**src/rtl/razor_mac_pkg.sv**
```systemverilog
`timescale 1ns/1ps
package razor_mac_pkg;
  typedef enum logic {
    PH_RUN     = 1'b0,
    PH_RECOVER = 1'b1
  } rmac_phase_e;
endpackage

```
**src/rtl/rmac_adder.sv**
```systemverilog
`timescale 1ns/1ps
module rmac_adder #(
  parameter int ACC_W  = 40,
  parameter int PROD_W = 32
) (
  input  logic [ACC_W-1:0]  acc_i,
  input  logic [PROD_W-1:0] prod_i,
  input  logic              add_i,
  output logic [ACC_W-1:0]  sum_o
);
  localparam int EXT_W = ACC_W - PROD_W;

  logic [ACC_W-1:0] ext;

  // Sign-extend the product to the accumulator width.
  assign ext   = {{EXT_W{prod_i[PROD_W-1]}}, prod_i};
  // The add wraps modulo 2^ACC_W.
  assign sum_o = add_i ? (acc_i + ext) : acc_i;
endmodule

```
**src/rtl/rmac_razor_bank.sv**
```systemverilog
`timescale 1ns/1ps
module rmac_razor_bank #(
  parameter int W = 10
) (
  input  logic         clk,
  input  logic         rst_n,
  input  logic [W-1:0] d_i,
  input  logic [W-1:0] inj_i,
  input  logic         restore_i,
  input  logic         clr_i,
  output logic [W-1:0] q_o,
  output logic         err_o
);
  logic [W-1:0] shd_vec;
  logic [W-1:0] eb_vec;

  for (genvar b = 0; b < W; b++) begin : g_bit
    logic main_q;
    logic line_q;
    logic shd_q;
    logic eb_q;

    // Main flop, rising edge. Priority: clear, then restore from shadow,
    // then a stale hold when this bit is injected, else the sum bit.
    always_ff @(posedge clk or negedge rst_n) begin
      if (!rst_n)         main_q <= 1'b0;
      else if (clr_i)     main_q <= 1'b0;
      else if (restore_i) main_q <= shd_q;
      else if (inj_i[b])  main_q <= main_q;
      else                main_q <= d_i[b];
    end

    // Models the value the data line settles to after the rising edge.
    // It always carries the correct result.
    always_ff @(posedge clk or negedge rst_n) begin
      if (!rst_n)         line_q <= 1'b0;
      else if (clr_i)     line_q <= 1'b0;
      else if (restore_i) line_q <= shd_q;
      else                line_q <= d_i[b];
    end

    // Shadow flop and per-bit compare, falling edge.
    always_ff @(negedge clk or negedge rst_n) begin
      if (!rst_n) begin
        shd_q <= 1'b0;
        eb_q  <= 1'b0;
      end else begin
        shd_q <= line_q;
        eb_q  <= line_q ^ main_q;
      end
    end

    assign q_o[b]     = main_q;
    assign shd_vec[b] = shd_q;
    assign eb_vec[b]  = eb_q;
  end

  assign err_o = |eb_vec;

  AST_RESTORE_SHADOW: assert property (@(posedge clk) disable iff (!rst_n)
    (restore_i && !clr_i) |=> (q_o == $past(shd_vec)));
  AST_CLEAR_HI: assert property (@(posedge clk) disable iff (!rst_n)
    clr_i |=> (q_o == '0));
endmodule

```
**src/rtl/rmac_err_counter.sv**
```systemverilog
`timescale 1ns/1ps
module rmac_err_counter #(
  parameter int CNT_W = 16
) (
  input  logic             clk,
  input  logic             rst_n,
  input  logic             inc_i,
  output logic [CNT_W-1:0] cnt_o
);
  localparam logic [CNT_W-1:0] CNT_MAX = {CNT_W{1'b1}};

  always_ff @(posedge clk or negedge rst_n) begin
    if (!rst_n)                          cnt_o <= '0;
    else if (inc_i && cnt_o != CNT_MAX)  cnt_o <= cnt_o + 1'b1;
  end

  AST_CNT_SAT: assert property (@(posedge clk) disable iff (!rst_n)
    (cnt_o == CNT_MAX) |=> (cnt_o == CNT_MAX));
  AST_CNT_HOLD: assert property (@(posedge clk) disable iff (!rst_n)
    !inc_i |=> $stable(cnt_o));
endmodule

```
**src/rtl/razor_mac_acc.sv**
```systemverilog
`timescale 1ns/1ps
module razor_mac_acc
  import razor_mac_pkg::*;
#(
  parameter int ACC_W  = 40,
  parameter int PROT_W = 10,
  parameter int PROD_W = 32,
  parameter int CNT_W  = 16
) (
  input  logic              clk,
  input  logic              rst_n,
  input  logic              in_valid,
  output logic              in_ready,
  input  logic [PROD_W-1:0] in_product,
  input  logic              clr,
  input  logic [PROT_W-1:0] inj_mask,
  output logic [ACC_W-1:0]  acc_o,
  output logic              err_o,
  output logic              stall_o,
  output logic [CNT_W-1:0]  err_cnt_o
);
  localparam int LO_W = ACC_W - PROT_W;

  logic [LO_W-1:0]   lo_q;
  logic [PROT_W-1:0] hi_q;
  logic [ACC_W-1:0]  acc_cur;
  logic [ACC_W-1:0]  sum;
  logic              err_n;
  logic              fire;
  logic              restore;
  logic              err_pulse_q;
  rmac_phase_e       phase;

  assign phase    = err_n ? PH_RECOVER : PH_RUN;
  assign stall_o  = (phase == PH_RECOVER);
  assign in_ready = !stall_o;
  assign fire     = in_valid && in_ready;
  assign restore  = stall_o && !clr;
  assign acc_cur  = {hi_q, lo_q};
  assign acc_o    = acc_cur;

  rmac_adder #(.ACC_W(ACC_W), .PROD_W(PROD_W)) u_add (
    .acc_i  (acc_cur),
    .prod_i (in_product),
    .add_i  (fire),
    .sum_o  (sum)
  );

  // Lower slice: plain flops, hold during a recovery bubble.
  always_ff @(posedge clk or negedge rst_n) begin
    if (!rst_n)        lo_q <= '0;
    else if (clr)      lo_q <= '0;
    else if (!stall_o) lo_q <= sum[LO_W-1:0];
  end

  rmac_razor_bank #(.W(PROT_W)) u_bank (
    .clk       (clk),
    .rst_n     (rst_n),
    .d_i       (sum[ACC_W-1:LO_W]),
    .inj_i     (inj_mask),
    .restore_i (restore),
    .clr_i     (clr),
    .q_o       (hi_q),
    .err_o     (err_n)
  );

  always_ff @(posedge clk or negedge rst_n) begin
    if (!rst_n) err_pulse_q <= 1'b0;
    else        err_pulse_q <= err_n;
  end
  assign err_o = err_pulse_q;

  rmac_err_counter #(.CNT_W(CNT_W)) u_cnt (
    .clk   (clk),
    .rst_n (rst_n),
    .inc_i (err_n),
    .cnt_o (err_cnt_o)
  );

  AST_CLEAR_ALL: assert property (@(posedge clk) disable iff (!rst_n)
    clr |=> (acc_o == '0));
  AST_LOW_HOLD: assert property (@(posedge clk) disable iff (!rst_n)
    (stall_o && !clr) |=> (lo_q == $past(lo_q)));
  AST_ERR_PULSE: assert property (@(posedge clk) disable iff (!rst_n)
    err_o |=> !err_o);
  AST_CNT_STEP: assert property (@(posedge clk) disable iff (!rst_n)
    (stall_o && err_cnt_o != {CNT_W{1'b1}}) |=> (err_cnt_o == $past(err_cnt_o) + 1'b1));
endmodule

```
**config.mk**
```make
export PLATFORM = sky130hd
export DESIGN_NAME = razor_mac_acc
export DESIGN_NICKNAME = d
export VERILOG_FILES = /design/src/rtl/razor_mac_pkg.sv /design/src/rtl/rmac_adder.sv /design/src/rtl/rmac_razor_bank.sv /design/src/rtl/rmac_err_counter.sv /design/src/rtl/razor_mac_acc.sv
export SDC_FILE = /design/constraint.sdc
export NUM_CORES = 1
export LEC_CHECK = 0
export BUFFER_PORTS_ARGS = -buffer_cell sky130_fd_sc_hd__buf_2
export CAP_MARGIN = 20
export CORE_MARGIN = 1
export CORE_UTILIZATION = 55
export CTS_BUF_LIST = sky130_fd_sc_hd__clkbuf_16
export DETAILED_ROUTE_END_ITERATION = 10
export GPL_TIMING_DRIVEN = 0
export PLACE_DENSITY = 0.78
export REMOVE_ABC_BUFFERS = 1
export SYNTH_ARGS = -nofsm -noshare
export SYNTH_HDL_FRONTEND = slang
export SYNTH_HIERARCHICAL = 1
export SYNTH_SLANG_ARGS = --single-unit
```
**constraint.sdc**
```tcl
create_clock -name clk -period 7.5 [get_ports clk]
set_input_delay 1.5 -clock clk [delete_from_list [all_inputs] [get_ports clk]]
set_output_delay 1.5 -clock clk [all_outputs]
set_load 0.005 [all_outputs]
```
==> flow_metrics.tcl, run 1 <==
set metrics [dict create \
    final-setup-viol-count 0 \
    crit_cells 5 \
    max_stage_delay_ns 0.55 \
    antenna_found_initial 0 \
    busiest_layer "met2" \
    power.switching_uw 718.4 \
    io_pins 105 \
    ys_warn_count 6 \
    chipWidth_um 110.8 \
    r2r-start "u_bank/g_bit[5].eb_q" \
    status "finished clean" \
    area_delta_synth_final_pct 13.91 \
    layout-drive-gt1-share_pct 24.67 \
    root_buffer "clkbuf_16" \
    dieArea_sq_mm 0.01227 \
    cp-end-kind "primary output" \
    path_buf_inv 3 \
    synthAdderAreaFrac_pct 8.002 \
    drv_cap 0 \
    start_util_pct 56.73 \
    synth_top_family_by_area "simple AND/OR/NAND/NOR gates" \
    synthSimpleGateAreaFrac_pct 16.91 \
    clock_latency_ns 0.34 \
    syn_area_per_cell_sq_um 9.623 \
    critPathMaxFanout 20 \
    ctsLongestPathBuffers 2 \
    power_frac_seq_pct 34.6 \
    cp_top_family "simple AND/OR/NAND/NOR gates" \
    num_rows 39 \
    drt_wl_total_um 15100 \
    track_usage_pct 25.16 \
    max_slew_margin_pct 30.98 \
    clkTransAtPathRegs_ns 0.07 \
    grt_pass1_wl_um 25260 \
    grt_use_met2_pct 41.70 \
    use_met3_pct 5.303 \
    tightestPinTransition_ns 1.034 \
    rsz0062_at_grt "false" \
    vias 5479 \
    r2r_cells 10 \
    slowest_stage "nor4_4" \
    synth-compound-area-share_pct 16.58 \
    totalPowerFinal_uw 1895 \
    maxSlewViolCount 0 \
    cp-startpoint "u_bank/g_bit[5].eb_q" \
    crit_type "reg2out" \
    cts_tree "built" \
    pre_cts_slack_ns -0.3660 \
    antenna_left 0 \
    synth_cells 676 \
    fillCellCount 951 \
    yosys-mux-area-fraction_pct 13.54 \
    async_flop_share_pct 100.0 \
    core_sq_mm 0.01147 \
    netlist_area_sq_mm 0.006505 \
    ys_ff_latch 87 \
    synth-xor-area-share_pct 6.597 \
    cts_buffers 9 \
    antenna_cells 0 \
    cts.sinks 87 \
    path_cells "nor4_4, nand3_4, buf_12, inv_1, buf_2" \
    crit_path_end "in_ready" \
    drt-initial-drc-count 272 \
    multi_input_area_sq_mm 0.004071 \
    place.gp.congestion 0.8929 \
    start_kind "flop" \
    ys.flop_type "dfrtp_1" \
    grt-ovfl-total 0 \
    crit_arrival_ns 5.81 \
    peakVddDrop_mv 0.2105 \
    ff_latch_area_sq_mm 0.002177 \
    io_buffers 104 \
    cts_hold_buf 0 \
    yosysUniqueCellTypes 69 \
    clockPowerShare_pct 23.4 \
    die_h_um 110.8 \
    reg2reg_to "u_bank/g_bit[7].main_q" \
    drcViolationCount 0 \
    clock_skew_ns 0.01034 \
    comb_power_share_pct 42.0 \
    drt-vias-per-instance 6.054 \
    leakage_uw 0.003870 \
    firstDrtPassIters 5 \
    required_ns 6.00 \
    p_int_uw 1177 \
    h-tree-depth 3 \
    grt_max_degree 52 \
    grt_pass1_vias 5270 \
    met1_usage_pct 32.90 \
    rrSetupSlack_ns 0.53 \
    switching_share_pct 37.90 \
    hpwl_um 10980 \
    p_per_area_mw_per_mm2 255.8 \
    synth_edf_count 0 \
    nets 844 \
    timing.final.hold_violations 0 \
    synth_seq_area_share_pct 33.47 \
    hp-class "reg2reg" \
    route.detailed.wl_per_inst_um 16.69 \
    timing.final.ws_setup_ns 0.1883 \
]
worst min path at each step:
stage	depth (start not counted)	end	slack, ns	startpoint
global route	1	u_cnt/cnt_o[15]	0.54	u_cnt/cnt_o[15]
floorplan	1	u_cnt/cnt_o[15]	0.50	u_cnt/cnt_o[15]
CTS	1	u_cnt/cnt_o[15]	0.53	u_cnt/cnt_o[15]
global placement	1	u_cnt/cnt_o[15]	0.50	u_cnt/cnt_o[15]
detailed placement	1	u_cnt/cnt_o[15]	0.51	u_cnt/cnt_o[15]
finish	1	u_cnt/cnt_o[15]	0.52	u_cnt/cnt_o[15]
cell families (layout without fill, tap and decap cells):
logic type | Yosys count | count (layout)
fa+ha+maj | 41 | 41
simple gates | 208 | 209
compound gates | 155 | 155
mux | 84 | 84
flops | 87 | 87
xor+xnor | 49 | 49
buf+inv | 52 | 137
through the flow:
stage / hold WS [ns] / area (sq um) / cells / util, % / setup TNS, ns
detailed placement: 0.5144 / 7037 / 886 / 61.36 / -0.7220
global route: 0.5387 / 7410 / 905 / 64.62 / 0
CTS: 0.5266 / 7372 / 904 / 64.29 / 0
global placement: 0.5024 / 6944 / 883 / 60.56 / -180.05
floorplan: 0.4965 / 6245 / 636 / - / -68.59
finish: 0.5240 / 7410 / 905 / 64.62 / 0
power by group through the flow:
stage | Sequential (uW) | Combinational (uW) | Clock [uW]
after floorplan | 641 | 540 | 0
after global placement | 649 | 727 | 0
after detailed placement | 655 | 745 | 0
after CTS | 650 | 784 | 454
after global routing | 671 | 866 | 477
final | 656 | 795 | 444
timing repair:
item	CTS	global route
pin swaps	1	0
resized for setup	3	2
setup endpoints to repair	5	1
buffers inserted	1	0
cloned	1	0
synth_stat cells, types with 2 or more instances:
| master | n | area share (%) |
|---|---|---|
| dfrtp_1 | 67 | 26 |
| nor2_1 | 64 | 3.7 |
| mux2i_1 | 52 | 8.0 |
| a21oi_1 | 46 | 3.5 |
| ha_1 | 40 | 7.7 |
| nand2_1 | 38 | 2.2 |
| mux2_2 | 31 | 5.4 |
| xor2_1 | 26 | 3.5 |
| xnor2_1 | 23 | 3.1 |
| nand3_1 | 22 | 1.7 |
| clkbuf_1 | 21 | 1.2 |
| o21ai_0 | 21 | 1.6 |
| a21o_1 | 20 | 2.3 |
| dfrtn_1 | 20 | 7.7 |
| nand4_1 | 20 | 1.9 |
| nor2b_1 | 15 | 1.4 |
| o21a_1 | 13 | 1.5 |
| inv_1 | 11 | 0.63 |
| a211oi_2 | 10 | 1.9 |
| buf_4 | 10 | 1.2 |
| o21bai_1 | 10 | 1.2 |
| nor3_1 | 9 | 0.69 |
| a31oi_1 | 7 | 0.67 |
| and3_1 | 7 | 0.67 |
| o211ai_1 | 5 | 0.58 |
| or3_1 | 5 | 0.48 |
| nand3b_1 | 4 | 0.46 |
| o31ai_1 | 4 | 0.46 |
| buf_12 | 3 | 0.92 |
| buf_6 | 3 | 0.52 |
| nand2b_1 | 3 | 0.29 |
| nor4_1 | 3 | 0.29 |
| a211o_1 | 2 | 0.27 |
| a31o_2 | 2 | 0.27 |
| buf_1 | 2 | 0.12 |
| nor4_4 | 2 | 0.65 |
| o2111ai_1 | 2 | 0.27 |
| or2_2 | 2 | 0.19 |
area by class of cell:
cell class	count	share of cell area, %
Multi-Input combinational cell	538	54.95
Clock buffer	9	3.040
Sequential cell	87	29.38
Inverter	12	0.7937
Tap cell	143	2.415
Clock inverter	7	0.9794
Timing Repair Buffer	109	8.443
state kept, by name, indices dropped and copies added, names as in the netlist:
name                 cells
u_cnt/cnt_o             16
u_bank/g_bit.shd_q      10
u_bank/g_bit.eb_q       10
lo_q                    30
u_bank/g_bit.main_q     10
u_bank/g_bit.line_q     10
err_o                    1
metal layers:
layer	part of all wire, %	wire (um)
met5	0	0
met4	1.8	279
met3	6.2	935
met2	48	7254
met1	44	6633
cells in the final DEF (no fill, tap or decap), types with 7 or more instances in the layout:
cell type and instances:
buf_2 103, xor2_1 26, o21a_1 13, o21ai_0 21, nand4_1 20, mux2i_1 52, dfrtp_1 67, a21oi_1 46
a21o_1 20, mux2_2 31, o21bai_1 10, nor3_1 9, nand2_1 38, a211oi_2 10, and3_1 7, nor2_1 63
nand3_1 21, clkbuf_16 9, a31oi_1 7, dfrtn_1 20, inv_1 12, ha_1 40, nor2b_1 14, xnor2_1 23
(Power assumes the default switching activity.)
==> inputs of run 2 (changes only) <==
Settings changed: ABC_AREA set to 1, PLACE_DENSITY 0.78 to 0.77.
==> flow_metrics.tcl, run 2 <==
set metrics [dict create \
    ys.flop_type "dfrtp_1" \
    drt-initial-drc-count 651 \
    top_register "lo_q" \
    p_per_area_mw_per_mm2 336.0 \
    rsz0062_at_grt "false" \
    path_cells "or2_2, nor2_1, nand2_2, inv_1, buf_2" \
    ctsLongestPathBuffers 2 \
    drt-vias-per-instance 5.158 \
    hpwl_um 14020 \
    synth_cells 1162 \
    crit_arrival_ns 5.75 \
    die_h_um 117.4 \
    timing.final.ws_setup_ns 0.2514 \
    core_sq_mm 0.01277 \
    netlist_area_sq_mm 0.007320 \
    yosys-top-cells-count "nand2_1 (488), inv_1 (149), nand3_1 (99)" \
    max_stage_delay_ns 0.53 \
    timing.final.hold_violations 0 \
    required_ns 6.00 \
    cts_resized 0 \
    yosysTopAreaCell "nand2_1" \
    root_buffer "clkbuf_16" \
    clkTransAtPathRegs_ns 0.06 \
    track_usage_pct 28.00 \
    antenna_cells 0 \
    dieArea_sq_mm 0.01377 \
    fin_setup_tns_ns 0 \
    clock_skew_ns 0.009703 \
    grt_pass1_wl_um 31350 \
    synth_most_common_cell "nand2_1" \
    area_delta_synth_final_pct 11.47 \
    vias 7325 \
    yosys-top-cells-area "nand2_1 (25%), dfrtp_1 (23%), inv_1 (7.6%), dfrtn_1 (6.8%), ha_1 (6.8%)" \
    start_kind "flop" \
    critPathMaxFanout 38 \
    async_flop_share_pct 100.0 \
    route.detailed.wl_per_inst_um 13.12 \
    leakage_uw 0.004908 \
    mostFrequentLayoutCells "nand2_1 (487), inv_1 (149), buf_2 (103)" \
    firstDrtPassIters 5 \
    start_util_pct 57.30 \
    slowest_stage "nand2_2" \
    drt_wl_total_um 18630 \
    antenna_found_initial 0 \
    yosysTopAreaCellShare_pct 25.03 \
    chipWidth_um 117.4 \
    maxSlewViolCount 0 \
    status "finished clean" \
    largest_reg_flops 30 \
    reg_top3 "lo_q: 30 flops, u_cnt/cnt_o: 16 flops" \
    grt_pass1_vias 6605 \
    io_pins 105 \
    synth_edf_count 0 \
    layout_commonest_cell "nand2_1" \
    grt_max_degree 68 \
    final-setup-viol-count 0 \
    clock_latency_ns 0.35 \
    place.gp.congestion 0.9231 \
    yosysUniqueCellTypes 32 \
    postCtsSetupRepairBufs 0 \
    cts_hold_buf 0 \
    grt-ovfl-total 0 \
    syn_area_per_cell_sq_um 6.299 \
    io_buffers 104 \
    layout-drive-gt1-share_pct 12.50 \
    max_slew_margin_pct 37.92 \
    nets 1330 \
    pre_cts_slack_ns 0.6095 \
    peakVddDrop_mv 0.3070 \
    crit_type "reg2out" \
    fillCellCount 1229 \
    cts_buffers 9 \
    synth_seq_area_share_pct 29.74 \
    cp-end-kind "primary output" \
    num_rows 41 \
    ys_warn_count 6 \
    ys_ff_latch 87 \
    h-tree-depth 3 \
    drcViolationCount 0 \
    cts_tree "built" \
    antenna_left 0 \
    tightestPinTransition_ns 0.9298 \
    drv_cap 0 \
    hp-class "reg2reg" \
    cts.sinks 87 \
]
-- run 2: cell count changes in the layout (fill, tap and decap cells not counted), sizes merged, moves of 13 or more --
cell / before / now
mux2i: 52 / 0
nor2b: 15 / 0
a21o: 20 / 0
nor2: 65 / 96
o21a: 13 / 0
nand2: 38 / 495
o21ai: 21 / 38
nand3: 24 / 103
mux2: 32 / 0
inv: 13 / 152
-- run 2: path summary, 6_finish.rpt --
check / startpoint / end / slack (ns) / depth (start not counted)
setup / recovery: u_bank/g_bit[1].eb_q / in_ready / 0.25 / 5
hold / removal: u_cnt/cnt_o[1] / u_cnt/cnt_o[1] / 0.54 / 2
setup reg to reg: u_bank/g_bit[6].eb_q / u_bank/g_bit[5].main_q / 0.70 / 10
hold reg to reg: u_cnt/cnt_o[1] / u_cnt/cnt_o[1] / 0.54 / 2
max in group asynchronous: rst_n / u_bank/g_bit[7].eb_q / 2.18 / 2
min in group asynchronous: rst_n / lo_q[7] / 1.04 / 1
-- run 2: per-layer routing --
| layer | vias up | track usage, % | wire [um] |
|---|---|---|---|
| met5 | - | 0 | 0 |
| met4 | 0 | 6.818 | 222 |
| met3 | 17 | 5.107 | 1111 |
| met2 | 219 | 46.23 | 8641 |
| met1 | 3320 | 37.75 | 8650 |
| li1 | 3769 | - | - |
-- run 2: logic make-up after synthesis --
group / after synthesis / synth area share (%)
buf+inv: 188 / 11.38
simple gates: 726 / 41.57
flops: 87 / 29.74
compound gates: 86 / 6.120
xor+xnor: 34 / 4.068
fa+ha+maj: 41 / 7.111
-- run 2: stage by stage --
stage	power, uW	cells	hold WS [ns]	cell area, sq um	util, %
6_report	2741	1420	0.5446	8159	63.88
3_5_place_dp	2279	1403	0.5357	7839	61.37
4_1_cts	2750	1419	0.5485	8144	63.76
2_1_floorplan	1757	1125	0.5289	7053	-
5_1_grt	2974	1420	0.5762	8159	63.88
3_3_place_gp	2223	1401	0.5317	7789	60.98
-- run 2: cell type report --
| type | instances | area [sq um] | share of cell area, % |
|---|---|---|---|
| clock inverters | 5 | 30.03 | 0.3680 |
| clock buffers | 11 | 275.3 | 3.374 |
| repair buffers | 107 | 580.6 | 7.115 |
| multi-input cells | 887 | 4314 | 52.88 |
| well taps | 172 | 215.2 | 2.638 |
| flip-flops and latches | 87 | 2177 | 26.68 |
| inverters | 151 | 566.8 | 6.947 |
-- run 2: power breakdown --
part           switching, uW  leakage (uW)  internal, uW
logic                   1120       0.00356           471
clock network            198      0.000155           263
registers               99.0       0.00119           592
total                   1410       0.00491          1330
-- run 2: critical path, delay by kind of cell (launching register included) --
kind	cells	cell delay, ns
buffers and inverters	2	0.36
DFF	1	0.32
and+or+nand+nor	3	0.96
==> inputs of run 3 (changes only) <==
Settings changed: GPL_ROUTABILITY_DRIVEN set to 0, GPL_TIMING_DRIVEN 0 to unset.
==> flow_metrics.tcl, run 3 (synthesis gave the netlist of run 2 again) <==
set metrics [dict create \
    antenna_left 0 \
    leakage_uw 0.004909 \
    postCtsSetupRepairBufs 0 \
    grt_pass1_vias 6535 \
    start_util_pct 57.30 \
    area_delta_synth_final_pct 11.30 \
    cts_resized 0 \
    post-route-util_pct 63.78 \
    cts_buffers 9 \
    crit_type "reg2out" \
    grt-ovfl-total 0 \
    wl_met3_um 1055 \
    dr_wl_met2_um 8582 \
    cts_tree "built" \
    rsz0062_at_grt "false" \
    largest_reg_flops 30 \
    crit_arrival_ns 5.29 \
    layout-drive-gt1-share_pct 12.55 \
    drt-vias-per-instance 5.133 \
    critPathMaxFanout 17 \
    fin_setup_tns_ns 0 \
    clkTransAtPathRegs_ns 0.07 \
    nets 1333 \
    final-setup-viol-count 0 \
    core_sq_mm 0.01277 \
    start_kind "flop" \
    timing.final.hold_violations 0 \
    hpwl_um 14090 \
    h-tree-depth 3 \
    grt_max_degree 49 \
    status "finished clean" \
    io_buffers 104 \
    tightestPinTransition_ns 1.051 \
    mostFrequentLayoutCells "nand2_1 (488), inv_1 (149), buf_2 (103)" \
    top_layer "met4" \
    hp-class "reg2reg" \
    cp-end-kind "primary output" \
    clock_skew_ns 0.01289 \
    drv_cap 0 \
    clock_latency_ns 0.35 \
    top_register "lo_q" \
    peakVddDrop_mv 0.3317 \
    die_h_um 117.4 \
    drt-initial-drc-count 550 \
    dieArea_sq_mm 0.01377 \
    root_buffer "clkbuf_16" \
    r2r_cells 11 \
    antenna_cells 0 \
    num_rows 41 \
    reg_top3 "lo_q: 30 flops, u_cnt/cnt_o: 16 flops" \
    cts.sinks 87 \
    chipWidth_um 117.4 \
    io_pins 105 \
    grt_pass1_wl_um 31320 \
    drt_wl_total_um 18730 \
    drcViolationCount 0 \
    max_slew_margin_pct 29.82 \
    cts_hold_buf 0 \
    required_ns 6.00 \
    whs_path_depth 2 \
    ctsLongestPathBuffers 2 \
    track_usage_pct 27.97 \
    layout_commonest_cell "nand2_1" \
    route.detailed.wl_per_inst_um 13.16 \
    p_per_area_mw_per_mm2 339.9 \
    vias 7304 \
    m1WireLength_um 8873 \
    antenna_found_initial 0 \
    firstDrtPassIters 5 \
    maxSlewViolCount 0 \
]
==> run 3: per-layer routing <==
metal  GRT usage (%)  vias up
li1                -     3777
met1           38.99     3309
met2           45.34      203
met3           4.329       15
met4           6.494        0
met5               0        -
==> run 3: path summary, 6_finish.rpt <==
path	from	to	slack [ns]
hold reg to reg	lo_q[10]	lo_q[10]	0.56
hold / removal	lo_q[10]	lo_q[10]	0.56
max in group asynchronous	rst_n	u_bank/g_bit[7].shd_q	2.25
min in group asynchronous	rst_n	u_cnt/cnt_o[10]	1.16
setup reg to reg	u_bank/g_bit[7].eb_q	lo_q[12]	1.28
setup / recovery	u_bank/g_bit[1].eb_q	in_ready	0.71
==> run 3: worst max-delay path, stage by stage, from the launching register on <==
cell and delay (ns):
dfrtn_1 0.32, or2_2 0.28, nor2_1 0.10, nand2_1 0.07, buf_4 0.22, inv_1 0.09
buf_2 0.11
==> run 3: final cells by class <==
cell class	count	area, sq um
Inverter	151	566.8
Clock inverter	5	35.03
Sequential cell	87	2177
Tap cell	172	215.2
Clock buffer	11	275.3
Timing Repair Buffer	110	568.0
Fill cell	1234	4627
Multi-Input combinational cell	887	4309
==> run 3: per-stage QoR <==
stage | hold WS (ns) | setup WS (ns) | power, uW | instance area [sq um] | instances
finish | 0.5622 | 0.7100 | 2769 | 8147 | 1423
global route | 0.5895 | 0.6035 | 3016 | 8147 | 1423
CTS | 0.5669 | 0.6996 | 2769 | 8147 | 1423
detailed placement | 0.5500 | 1.079 | 2291 | 7836 | 1407
global placement | 0.5411 | 1.075 | 2263 | 7836 | 1407
floorplan | 0.5289 | 0.1984 | 1757 | 7053 | 1125
==> run 3: where the power goes <==
| group | internal [uW] | total (uW) | switching [uW] |
|---|---|---|---|
| logic | 495 | 1610 | 1120 |
| clock network | 266 | 467 | 201 |
| registers | 592 | 691 | 99.0 |
| total | 1350 | 2770 | 1420 |
